<file path="config.mk">
export PLATFORM = sky130hd
export DESIGN_NAME = ltc_cell
export DESIGN_NICKNAME = d
export VERILOG_FILES = /design/src/rtl/ltc_pkg.sv /design/src/rtl/ltc_edge_det.sv /design/src/rtl/ltc_shadow.sv /design/src/rtl/ltc_pin.sv /design/src/rtl/ltc_cell.sv
export SDC_FILE = /design/constraint.sdc
export NUM_CORES = 1
export LEC_CHECK = 0
export BUFFER_PORTS_ARGS = -buffer_cell sky130_fd_sc_hd__buf_2
export CORE_ASPECT_RATIO = 1.2
export CORE_UTILIZATION = 30
export CTS_CLUSTER_DIAMETER = 150
export DETAILED_ROUTE_END_ITERATION = 7
export PLACE_DENSITY = 0.5
export SYNTH_ARGS = -nofsm -noshare
export SYNTH_HDL_FRONTEND = slang
export SYNTH_SLANG_ARGS = --single-unit
</file>
<file path="constraint.sdc">
create_clock -name clk_i -period 7.1 [get_ports clk_i]
set_clock_uncertainty 0.1 [all_clocks]
set_input_delay 0.71 -clock clk_i [delete_from_list [all_inputs] [get_ports clk_i]]
set_output_delay 0.71 -clock clk_i [all_outputs]
set_load 0.02 [all_outputs]
</file>
<file path="src/rtl/ltc_pkg.sv">
package ltc_pkg;
  typedef enum logic [1:0] {
    MODE_CAP = 2'b00,
    MODE_CMP = 2'b01,
    MODE_TMR = 2'b10,
    MODE_RT  = 2'b11
  } ltc_mode_e;

  typedef enum logic [1:0] {
    ESEL_LVL  = 2'b00,
    ESEL_RISE = 2'b01,
    ESEL_FALL = 2'b10,
    ESEL_BOTH = 2'b11
  } ltc_esel_e;

  typedef enum logic [1:0] {
    ACT_HOLD = 2'b00,
    ACT_SET  = 2'b01,
    ACT_CLR  = 2'b10,
    ACT_TGL  = 2'b11
  } ltc_act_e;

  typedef struct packed {
    ltc_mode_e mode;
    ltc_esel_e esel;
    ltc_act_e  act;
    logic      one_shot;
    logic      link_own;
  } ltc_cfg_t;
endpackage

</file>
<file path="src/rtl/ltc_edge_det.sv">
module ltc_edge_det
  import ltc_pkg::*;
#(
  parameter int SYNC_STAGES = 2
) (
  input  logic      clk_i,
  input  logic      rst_ni,
  input  logic      sig_i,
  input  ltc_esel_e esel_i,
  output logic      hit_o
);
  logic [SYNC_STAGES-1:0] sync_q;
  logic                   prev_q;
  logic                   cur;

  for (genvar i = 0; i < SYNC_STAGES; i++) begin : g_sync
    if (i == 0) begin : g_first
      always_ff @(posedge clk_i or negedge rst_ni) begin
        if (!rst_ni) sync_q[0] <= 1'b0;
        else         sync_q[0] <= sig_i;
      end
    end else begin : g_next
      always_ff @(posedge clk_i or negedge rst_ni) begin
        if (!rst_ni) sync_q[i] <= 1'b0;
        else         sync_q[i] <= sync_q[i-1];
      end
    end
  end

  assign cur = sync_q[SYNC_STAGES-1];

  always_ff @(posedge clk_i or negedge rst_ni) begin
    if (!rst_ni) prev_q <= 1'b0;
    else         prev_q <= cur;
  end

  always_comb begin
    unique case (esel_i)
      ESEL_LVL:  hit_o = cur;
      ESEL_RISE: hit_o = cur & ~prev_q;
      ESEL_FALL: hit_o = ~cur & prev_q;
      ESEL_BOTH: hit_o = cur ^ prev_q;
      default:   hit_o = 1'b0;
    endcase
  end
endmodule

</file>
<file path="src/rtl/ltc_shadow.sv">
module ltc_shadow #(
  parameter int W = 16
) (
  input  logic         clk_i,
  input  logic         rst_ni,
  input  logic         wr_i,
  input  logic [W-1:0] val_i,
  input  logic [W-1:0] tbus_i,
  output logic [W-1:0] act_o
);
  logic [W-1:0] shd_q;
  logic [W-1:0] act_q;
  logic         pend_q;

  // a write always wins; a pending value waits for the bus to read zero
  always_ff @(posedge clk_i or negedge rst_ni) begin
    if (!rst_ni) begin
      shd_q  <= '0;
      act_q  <= '0;
      pend_q <= 1'b0;
    end else if (wr_i) begin
      shd_q  <= val_i;
      pend_q <= 1'b1;
    end else if (pend_q && (tbus_i == '0)) begin
      act_q  <= shd_q;
      pend_q <= 1'b0;
    end
  end

  assign act_o = act_q;
endmodule

</file>
<file path="src/rtl/ltc_pin.sv">
module ltc_pin
  import ltc_pkg::*;
(
  input  logic     clk_i,
  input  logic     rst_ni,
  input  logic     ev_i,
  input  ltc_act_e act_i,
  output logic     pin_o
);
  logic pin_q;

  always_ff @(posedge clk_i or negedge rst_ni) begin
    if (!rst_ni) begin
      pin_q <= 1'b0;
    end else if (ev_i) begin
      unique case (act_i)
        ACT_SET:  pin_q <= 1'b1;
        ACT_CLR:  pin_q <= 1'b0;
        ACT_TGL:  pin_q <= ~pin_q;
        default:  pin_q <= pin_q;
      endcase
    end
  end

  assign pin_o = pin_q;
endmodule

</file>
<file path="src/rtl/ltc_cell.sv">
module ltc_cell
  import ltc_pkg::*;
#(
  parameter int W           = 16,
  parameter int SYNC_STAGES = 2
) (
  input  logic         clk_i,
  input  logic         rst_ni,
  input  logic         cfg_we_i,
  input  logic [1:0]   mode_i,
  input  logic [1:0]   edge_sel_i,
  input  logic [1:0]   pin_act_i,
  input  logic         one_shot_i,
  input  logic         link_own_i,
  input  logic         cmp_wr_i,
  input  logic [W-1:0] cmp_val_i,
  input  logic         evt_i,
  input  logic [W-1:0] tbus_i,
  input  logic         chain_i,
  output logic         pin_o,
  output logic         srq_o,
  output logic         chain_o,
  output logic [W-1:0] reg_o
);
  localparam logic [W-1:0] CNT_MAX = '1;

  ltc_cfg_t  cfg_q;
  ltc_mode_e mode_q;
  ltc_act_e  act_q;
  logic      lock_q;
  logic      eq_q;
  logic      srq_q;
  logic [W-1:0] cnt_q, cnt_d;
  logic [W-1:0] cmp_act;
  logic      tick;
  logic      eq;
  logic      own_ev;
  logic      pin_ev;

  always_ff @(posedge clk_i or negedge rst_ni) begin
    if (!rst_ni) begin
      cfg_q <= '{mode: MODE_CAP, esel: ESEL_RISE, act: ACT_HOLD,
                 one_shot: 1'b0, link_own: 1'b0};
    end else if (cfg_we_i) begin
      cfg_q <= '{mode: ltc_mode_e'(mode_i), esel: ltc_esel_e'(edge_sel_i),
                 act: ltc_act_e'(pin_act_i), one_shot: one_shot_i,
                 link_own: link_own_i};
    end
  end

  assign mode_q = cfg_q.mode;
  assign act_q  = cfg_q.act;

  ltc_edge_det #(.SYNC_STAGES(SYNC_STAGES)) u_edge (
    .clk_i  (clk_i),
    .rst_ni (rst_ni),
    .sig_i  (evt_i),
    .esel_i (cfg_q.esel),
    .hit_o  (tick)
  );

  ltc_shadow #(.W(W)) u_shadow (
    .clk_i  (clk_i),
    .rst_ni (rst_ni),
    .wr_i   (cmp_wr_i),
    .val_i  (cmp_val_i),
    .tbus_i (tbus_i),
    .act_o  (cmp_act)
  );

  assign eq = (tbus_i == cmp_act);

  always_comb begin
    cnt_d  = cnt_q;
    own_ev = 1'b0;
    unique case (mode_q)
      MODE_CAP: begin
        if (tick) begin
          cnt_d  = tbus_i;
          own_ev = 1'b1;
        end
      end
      MODE_CMP: own_ev = eq & ~eq_q;
      MODE_TMR: begin
        if (tick) begin
          cnt_d  = cnt_q + 1'b1;
          own_ev = (cnt_q == CNT_MAX);
        end
      end
      MODE_RT: begin
        if (chain_i) begin
          cnt_d  = '0;
          own_ev = 1'b1;
        end else if (tick) begin
          cnt_d = cnt_q + 1'b1;
        end
      end
      default: ;
    endcase
    if (lock_q) begin
      cnt_d  = cnt_q;
      own_ev = 1'b0;
    end
  end

  // linked action from below acts on the pin in all modes but reset timer
  assign pin_ev  = own_ev | (chain_i & (mode_q != MODE_RT) & ~lock_q);
  assign chain_o = chain_i | (cfg_q.link_own & own_ev);

  always_ff @(posedge clk_i or negedge rst_ni) begin
    if (!rst_ni) begin
      cnt_q  <= '0;
      eq_q   <= 1'b0;
      srq_q  <= 1'b0;
      lock_q <= 1'b0;
    end else begin
      cnt_q <= cnt_d;
      eq_q  <= eq;
      srq_q <= own_ev;
      if (cfg_we_i)                      lock_q <= 1'b0;
      else if (cfg_q.one_shot && own_ev) lock_q <= 1'b1;
    end
  end

  ltc_pin u_pin (
    .clk_i  (clk_i),
    .rst_ni (rst_ni),
    .ev_i   (pin_ev),
    .act_i  (act_q),
    .pin_o  (pin_o)
  );

  assign srq_o = srq_q;
  assign reg_o = (mode_q == MODE_CMP) ? cmp_act : cnt_q;
endmodule

</file>
Word level (Yosys, flattened, before mapping) --
Index checks and enable logic that the tools add are counted. Widths: inputs -> output; s select.
Cells by class: reductions and logical operators 12, $add $sub $neg 1, eq/ne operators 13, muxes and demuxes 16, bitwise operators 15
Operators by type and width (count):
- $mux 16 | 4
- $pmux 16 s3 | 1
- $add 16x1->16 const B | 1
- $eq 16x16->1 | 1
- $eq 16x16->1 const B | 1
- $logic_not 16->1 | 1
- $eq 2x2->1 const B | 6
- $mux 1 | 8
- $pmux 1 s4 | 2
- $and 1x1->1 | 6
- $eq 2x1->1 const B | 3
- $not 1->1 | 6
- $reduce_bool 3->1 | 2
- $logic_not 2->1 | 2
- $ne 2x2->1 const B | 2
- $reduce_and 2->1 | 2
- $reduce_bool 2->1 | 2
- $pmux 1 s3 | 1
- $reduce_and 3->1 | 1
- $logic_and 1x1->1 | 2
- $or 1x1->1 | 2
- $xor 1x1->1 | 1
Storage, ports and cells: flip-flop bits (word level) 64, input bits 46, word-level logic and storage cells 73, output and inout port bits 19

Depth between registers and ports, before layout --
Gate-level depths: netlist (run 1).
depth in word-level cells 9, depth in mapped cells 10, mapped depth without buffers 8

Hierarchy --
Synthesis (run 1) repeated with hierarchy kept, for this count alone.
Second synthesis, totals: cell total of the unflattened synthesis 297, area, all modules 3310.7 µm²
Modules (own cells, without submodules):
- ltc_cell | seq. area each 676.9 µm², times used 1, area each 1875.5 µm², cells an instance 210
- ltc_shadow | seq. area each 825.8 µm², times used 1, area each 1265.0 µm², cells an instance 75
- ltc_edge_det | seq. area each 75.1 µm², times used 1, area each 133.9 µm², cells an instance 9
- ltc_pin | seq. area each 25.0 µm², times used 1, area each 36.3 µm², cells an instance 3

Worst setup path before layout (run 1) --
No wires, ideal clock.
kind register to output, from register u_edge.sync_q[1], in the netlist u_edge.cur, to output port chain_o, path buffers 1, cell stages (with the launch flop) 8, data arrival time 2.000 ns, setup slack 4.290 ns, required time 6.290 ns, cell sequence dfrtp_1 -> inv_1 -> ha_1 -> mux4_2 -> buf_6 -> nor4_4 -> o21a_1 -> a21o_1
Between the ends: longest elaborated chain between the ends 8, elaborated cells on any way between the ends 11, classes of those cells 5 x mux; 6 x bitwise
Ends and longest elaborated chain:
- start, declared | RTL line ltc_edge_det.sv:12 | logic [SYNC_STAGES-1:0] sync_q;
- start signal, assigned by index | RTL line ltc_edge_det.sv:25 | else sync_q[i] <= sync_q[i-1];
- $not 1->1 | RTL line ltc_edge_det.sv:41 | ESEL_FALL: hit_o = ~cur & prev_q;
- $and 1x1->1 | RTL line ltc_edge_det.sv:41
- $pmux 1 s4 (*) | RTL line ltc_edge_det.sv:38 | unique case (esel_i)
- $mux 1, on equally long branches | RTL line ltc_cell.sv:85, ltc_cell.sv:78
- $pmux 1 s4 (*) | RTL line ltc_cell.sv:76 | unique case (mode_q)
- $mux 1 (*) | RTL line ltc_cell.sv:100 | if (lock_q) begin
- net own_ev | RTL line ltc_cell.sv:37 | logic own_ev;
- $and 1x1->1 (*) | RTL line ltc_cell.sv:108 | assign chain_o = chain_i | (cfg_q.link_own & own_ev);
- $or 1x1->1 (*) | RTL line ltc_cell.sv:108
- end, declared | RTL line ltc_cell.sv:22 | output logic chain_o,
The timed path passes the listed nets; every way through them passes the cells marked *.

Worst setup path after layout (run 1) --
Ends and elaborated chain as after synthesis.

==> results of run 1 <==
==> worst reg2reg max path, cell delays in order (launching register included) <==
cell and delay (ns):
dfrtp_1 0.39, inv_1 0.07, ha_1 0.31, mux4_2 0.62
nor3_1 0.49, nand2_1 0.20, a2bb2oi_1 0.19, o21ai_0 0.19
==> power breakdown <==
part	internal [uW]	switching, uW
clock network	239	151
logic	96.8	132
registers	410	51.6
total	746	335
==> cells in the final DEF (no fill, tap or decap), drive strengths merged, types with 4 or more instances in the layout <==
| cell type | synthesis | routed |
|---|---|---|
| nand2 | 18 | 18 |
| mux2 | 52 | 52 |
| nor4 | 9 | 9 |
| o2bb2ai | 5 | 5 |
| inv | 13 | 13 |
| clkinv | 1 | 4 |
| nor2 | 10 | 10 |
| nor3 | 5 | 5 |
| xnor2 | 16 | 16 |
| buf | 7 | 68 |
| and4 | 4 | 4 |
| nand4 | 8 | 8 |
| a21oi | 11 | 11 |
| dfrtp | 63 | 63 |
| a22oi | 4 | 4 |
| clkbuf | 8 | 10 |
| o21ai | 25 | 25 |
==> metrics by stage <==
step           area (sq um)  util [%]  setup WS (ns)
6_report               4051     37.97          3.715
5_1_grt                4051     37.97          3.551
4_1_cts                4051     37.97          3.691
3_5_place_dp           3790     35.52          3.870
3_3_place_gp           3790     35.52          3.896
2_1_floorplan          3346         -          4.290
==> flip-flops by register name, indices dropped and copies added, names as in the netlist <==
name	cells
u_edge.cur	1
cfg_q	4
u_edge.sync_q	1
act_q	2
u_shadow.act_o	16
u_shadow.pend_q	1
u_shadow.shd_q	16
u_pin.pin_o	1
srq_o	1
cnt_q	16
mode_q	2
u_edge.prev_q	1
eq_q	1
lock_q	1
==> logic make-up after synthesis <==
kind of cell               after synthesis  synth area share [%]
AOI/OAI and AO/OA                       69                 13.58
DFF                                     64                 47.91
buffers and inverters                   29                 3.590
adders and majority gates                3                 1.122
xor gates and xnor gates                16                 4.188
and+or+nand+nor                         64                 10.66
muxes                                   54                 18.96
==> per-layer routing <==
layer,share of wire [%],routed length (um),track usage [%]
met2,48,4250,24.21
met1,46,3995,20.89
met3,4.6,407,3.979
met5,0,0,0
met4,1.4,119,5.784
==> layout make-up <==
cell class	count	share of cell area (%)
multi-input cells	206	40.06
flip-flops and latches	64	39.56
repair buffers	68	8.647
clock buffers	10	5.899
well taps	129	3.984
inverters	14	1.297
clock inverters	4	0.5559
==> worst min path at each step <==
stage	depth (start not counted)	slack, ns	from	end
2_1_floorplan	0	0.23	u_edge.sync_q[0]$_DFF_PN0_	u_edge.cur$_DFF_PN0_
5_1_grt	0	0.26	u_edge.sync_q[0]$_DFF_PN0_	u_edge.cur$_DFF_PN0_
3_5_place_dp	0	0.24	u_edge.sync_q[0]$_DFF_PN0_	u_edge.cur$_DFF_PN0_
3_3_place_gp	0	0.25	u_edge.sync_q[0]$_DFF_PN0_	u_edge.cur$_DFF_PN0_
6_report	0	0.25	u_edge.sync_q[0]$_DFF_PN0_	u_edge.cur$_DFF_PN0_
4_1_cts	0	0.25	u_edge.sync_q[0]$_DFF_PN0_	u_edge.cur$_DFF_PN0_
==> results.toml, run 1 <==
[run_status]
status = "complete, but fails checks"
violations = "DRC"

[finish]
fill_cells = 1081
areaGrowthSynthToFinish_pct = 21.09
drive_above_1_share_pct = 37.98
antenna_cells = 0
seq_area_sq_mm = 0.001603
fin_nets = 412
multi_input_area_sq_mm = 0.001623
finalNonFillerCells = 495

[power]
p_total_uw = 1081
power_density_mw_per_mm2 = 266.8
ir_drop_uv = 110.8
leakage_uw = 0.001776

[synthesis]
synthCells = 299
syn_nets = 348
synth_area_leader_cell = "dfrtp_1"
synth_area_leaders = "dfrtp_1, mux2_2, xnor2_1"
yosysSeqAreaShare_pct = 47.91
yosysTopAreaCellShare_pct = 47.12
synth_flop_cell = "dfrtp_1"
synthTopCellsByCount = "dfrtp_1, mux2_2, o21ai_0, nand2_1, xnor2_1"
yosysMostFrequentCell = "dfrtp_1"
ys_async_sr_fraction_pct = 100.0
synth_warnings = 0
syn_area_per_cell_sq_um = 11.19
synth-edff-count = 0
ys_seq_elements = 64
syn_area_sq_mm = 0.003346
ys_types = 45

[worst_setup_path]
r2r-start = "u_edge.cur$_DFF_PN0_"
crit_path_max_incr_delay_ns = 0.62
slowest_stage = "mux4_2"
worstPathCellList = "inv_1 -> ha_1 -> mux4_2 -> nor3_1 -> a311o_1 -> o21a_1 -> a21o_1 -> buf_2"
worstSetupStartpointType = "flop"
crit_family = "multiplexers"
rrSetupSlack_ns = 4.46
worstSetupPathType = "reg -> out"
arrival_ns = 2.57
cp.required_ns = 6.29
reg2reg_to = "cnt_q[10]$_DFFE_PN0P_"
end_kind = "primary output"
cp-startpoint = "u_edge.cur$_DFF_PN0_"
path_max_fanout = 10
reg2reg_depth = 7
cp.depth = 8
crit_end = "chain_o"
path_buf_inv = 2

[cts]
clk_latency_ns = 0.32
numClockSinks = 64
clkTransAtPathRegs_ns = 0.05
cts_buffers = 9
holdBufCountCts = 0
cts_tree = "built"
post_cts_buffers = 0
ctsResizeCount = 0
root_buffer = "clkbuf_16"
h-tree-depth = 3
cts.path.max_buffers = 2

[route]
routed_wl_um = 8772
drcViolationCount = 5
wl_per_cell_um = 17.72
drtIter0Drc = 209
antenna_left = 0
drtPass1Iterations = 6
num_vias = 2590
via_per_inst = 5.232

[sta]
slew_violations = 0
max-slew-margin-rel_pct = 45.21
final_hold_viol_count = 0
setup-tns-final_ns = 0
fin_crit_ns = 3.385
fmax_mhz = 295.5
min_period_over_period_pct = 47.67
worstMarginPinSlew_ns = 0.8219
timing.hold.ws_ns = 0.2467
rsz0062_at_grt = "false"
finalSetupViolCount = 0

[grt]
overflow = 0
antenna_found_initial = 0
grt_max_degree = 65
grt_pass1_vias = 2569
grt_pass1_wl_um = 13890
track_usage_pct = 15.60

[flow_run]
drv_cap = 0

[placement]
port_buffers = 64
place_hpwl_um = 6495
dp_cells = 481
place.gp.congestion = 0.8782

[floorplan]
ios = 65
die-area_sq_mm = 0.01158
die_width_um = 98.41
coreArea_sq_mm = 0.01067
die_h_um = 117.7
fp-row-count = 41
start_util_pct = 31.36

[worst_hold_path]
min_path_type = "reg -> reg"
Note: power is estimated with default switching activity, not from simulation.
==> inputs of run 2 (changes only) <==
--- a/config.mk
+++ b/config.mk
@@ -10,7 +10,7 @@
 export CORE_UTILIZATION = 30
 export CTS_CLUSTER_DIAMETER = 150
 export DETAILED_ROUTE_END_ITERATION = 7
-export PLACE_DENSITY = 0.5
+export PLACE_DENSITY = 0.51
 export SYNTH_ARGS = -nofsm -noshare
 export SYNTH_HDL_FRONTEND = slang
 export SYNTH_SLANG_ARGS = --single-unit
==> constraint.sdc (replaced) <==
create_clock -name clk_i -period 2.97 [get_ports clk_i]
set_clock_uncertainty 0.1 [all_clocks]
set_input_delay 0.297 -clock clk_i [delete_from_list [all_inputs] [get_ports clk_i]]
set_output_delay 0.297 -clock clk_i [all_outputs]
set_load 0.02 [all_outputs]
==> run 2 against run 1 <==
Compared with the run above:
- the run now ends clean
- die area did not move
- worst setup slack got worse by 3.5 ns
- final cell count up 1.6%
- hold slack got worse by 0.16 ns
- critical endpoint unchanged
- sequential power increased by 140%
- wire length up 2.8%
==> results.toml, run 2 (synthesized netlist as in run 1, its figures left out) <==
[run_status]
status = "completed"

[worst_setup_path]
worstSetupStartpointType = "flop"
worstPathCellList = "inv_1 -> ha_1 -> mux4_2 -> nor3_4 -> a311o_1 -> o21a_1 -> a21o_1 -> buf_2"
path_max_fanout = 7
crit_path_max_incr_delay_ns = 0.61
worstSetupPathType = "reg -> out"
slowest_stage = "mux4_2"
arrival_ns = 2.40
end_kind = "primary output"
path_buf_inv = 2
crit_family = "multiplexers"
cp.required_ns = 2.57

[power]
p_comb_share_pct = 20.1
seqPwrFrac_pct = 39.4
clock_power_share_pct = 40.5
switchingPower_uw = 816.0
power_density_mw_per_mm2 = 671.5
p_total_uw = 2816
ir_drop_uv = 228.2
p_int_uw = 2000
leakage_uw = 0.001844
switching_share_pct = 28.98

[grt]
antenna_found_initial = 0
track_usage_pct = 16.60
grt_pass1_vias = 2718
grt_pass1_wl_um = 14700
grt_max_degree = 35
overflow = 0

[finish]
final_cell_mix = "buf_2, dfrtp_1, mux2_2"
fin_nets = 419
drive_above_1_share_pct = 38.77
areaGrowthSynthToFinish_pct = 25.32
antenna_cells = 0
final_cell_area_sq_mm = 0.004193
layout_commonest_cell = "buf_2"

[floorplan]
fp-row-count = 41
ios = 65
die_h_um = 117.7
coreArea_sq_mm = 0.01067
start_util_pct = 31.36
die_width_um = 98.41
die-area_sq_mm = 0.01158

[placement]
place.gp.congestion = 0.8656
port_buffers = 64
place_hpwl_um = 6720
post_dp_cell_area_sq_mm = 0.003825

[cts]
clk_latency_ns = 0.33
cts.path.max_buffers = 2
cts_tree = "built"
clkTransAtPathRegs_ns = 0.05
h-tree-depth = 3
numClockSinks = 64
cts_buffers = 9
root_buffer = "clkbuf_16"

[route]
drcViolationCount = 0
wl_per_cell_um = 17.92
antenna_left = 0
drtIter0Drc = 113
num_vias = 2632
via_per_inst = 5.233
drtPass1Iterations = 7
routed_wl_um = 9016

[sta]
fmax_mhz = 357.4
setup-tns-final_ns = 0
min_period_over_period_pct = 94.21
finalSetupViolCount = 0
fin_crit_ns = 2.798
timing.hold.ws_ns = 0.08779
final_hold_viol_count = 0
worstMarginPinSlew_ns = 0.7353
rsz0062_at_grt = "false"
slew_violations = 0
max-slew-margin-rel_pct = 50.98

[flow_run]
drv_cap = 0

[worst_hold_path]
min_path_type = "in -> reg"
## run 2: area by class of cell
cell class | instances | area, sq um
multi-input combinational | 206 | 1634
timing repair buffer | 75 | 420.4
clock buffer | 12 | 256.5
clock inverter | 3 | 65.06
inverter | 14 | 52.55
tap | 129 | 161.4
fill | 1076 | 6477
sequential | 64 | 1603
## run 2: repair_timing
item,4_1_cts,5_1_grt
setup buffers,0,2
hold endpoints to repair,30,0
hold buffers,2,0
endpoints found under the setup margin,0,1
resized for setup,0,2
## run 2: worst paths after layout
path	slack, ns	startpoint	cells past startpoint	to
max	0.17	u_edge.cur$_DFF_PN0_	8	chain_o
min	0.09	pin_act_i[0]	3	act_q[0]$_DFFE_PN0P_
max reg2reg	0.26	u_edge.cur$_DFF_PN0_	8	cnt_q[9]$_DFFE_PN0P_
min reg2reg	0.27	u_edge.sync_q[0]$_DFF_PN0_	0	u_edge.cur$_DFF_PN0_
max in group asynchronous	1.66	rst_ni	3	u_shadow.shd_q[5]$_DFFE_PN0P_
min in group asynchronous	0.46	rst_ni	2	cfg_q[1]$_DFFE_PN0P_
## run 2: metal layers
layer | routed length, um | vias up | global-route usage, %
li1 | - | 1247 | -
met1 | 3956 | 1286 | 21.62
met2 | 4481 | 82 | 26.94
met3 | 389 | 17 | 2.732
met4 | 189 | 0 | 7.556
met5 | 0 | - | 0
## run 2: metrics by stage
stage	instances	setup slack, ns	utilization (%)
2_1_floorplan	299	0.5729	-
3_3_place_gp	484	0.4334	35.85
3_5_place_dp	484	0.3466	35.85
4_1_cts	501	0.003069	39.05
5_1_grt	503	0.006722	39.29
6_report	503	0.1719	39.29
## run 2: worst min-delay path: cells and delay by family
| family | cells | cell delay [ns] |
|---|---|---|
| buf+inv | 1 | 0.07 |
| compound gates | 1 | 0.06 |
| simple gates | 1 | 0.04 |
## run 2: power by group through the flow
stage,Combinational [uW],Sequential (uW),Clock [uW]
after global placement,554,1120,0
after floorplan,379,1070,0
after global routing,624,1130,1200
final,567,1110,1140
after detailed placement,562,1120,0
after CTS,566,1110,1160
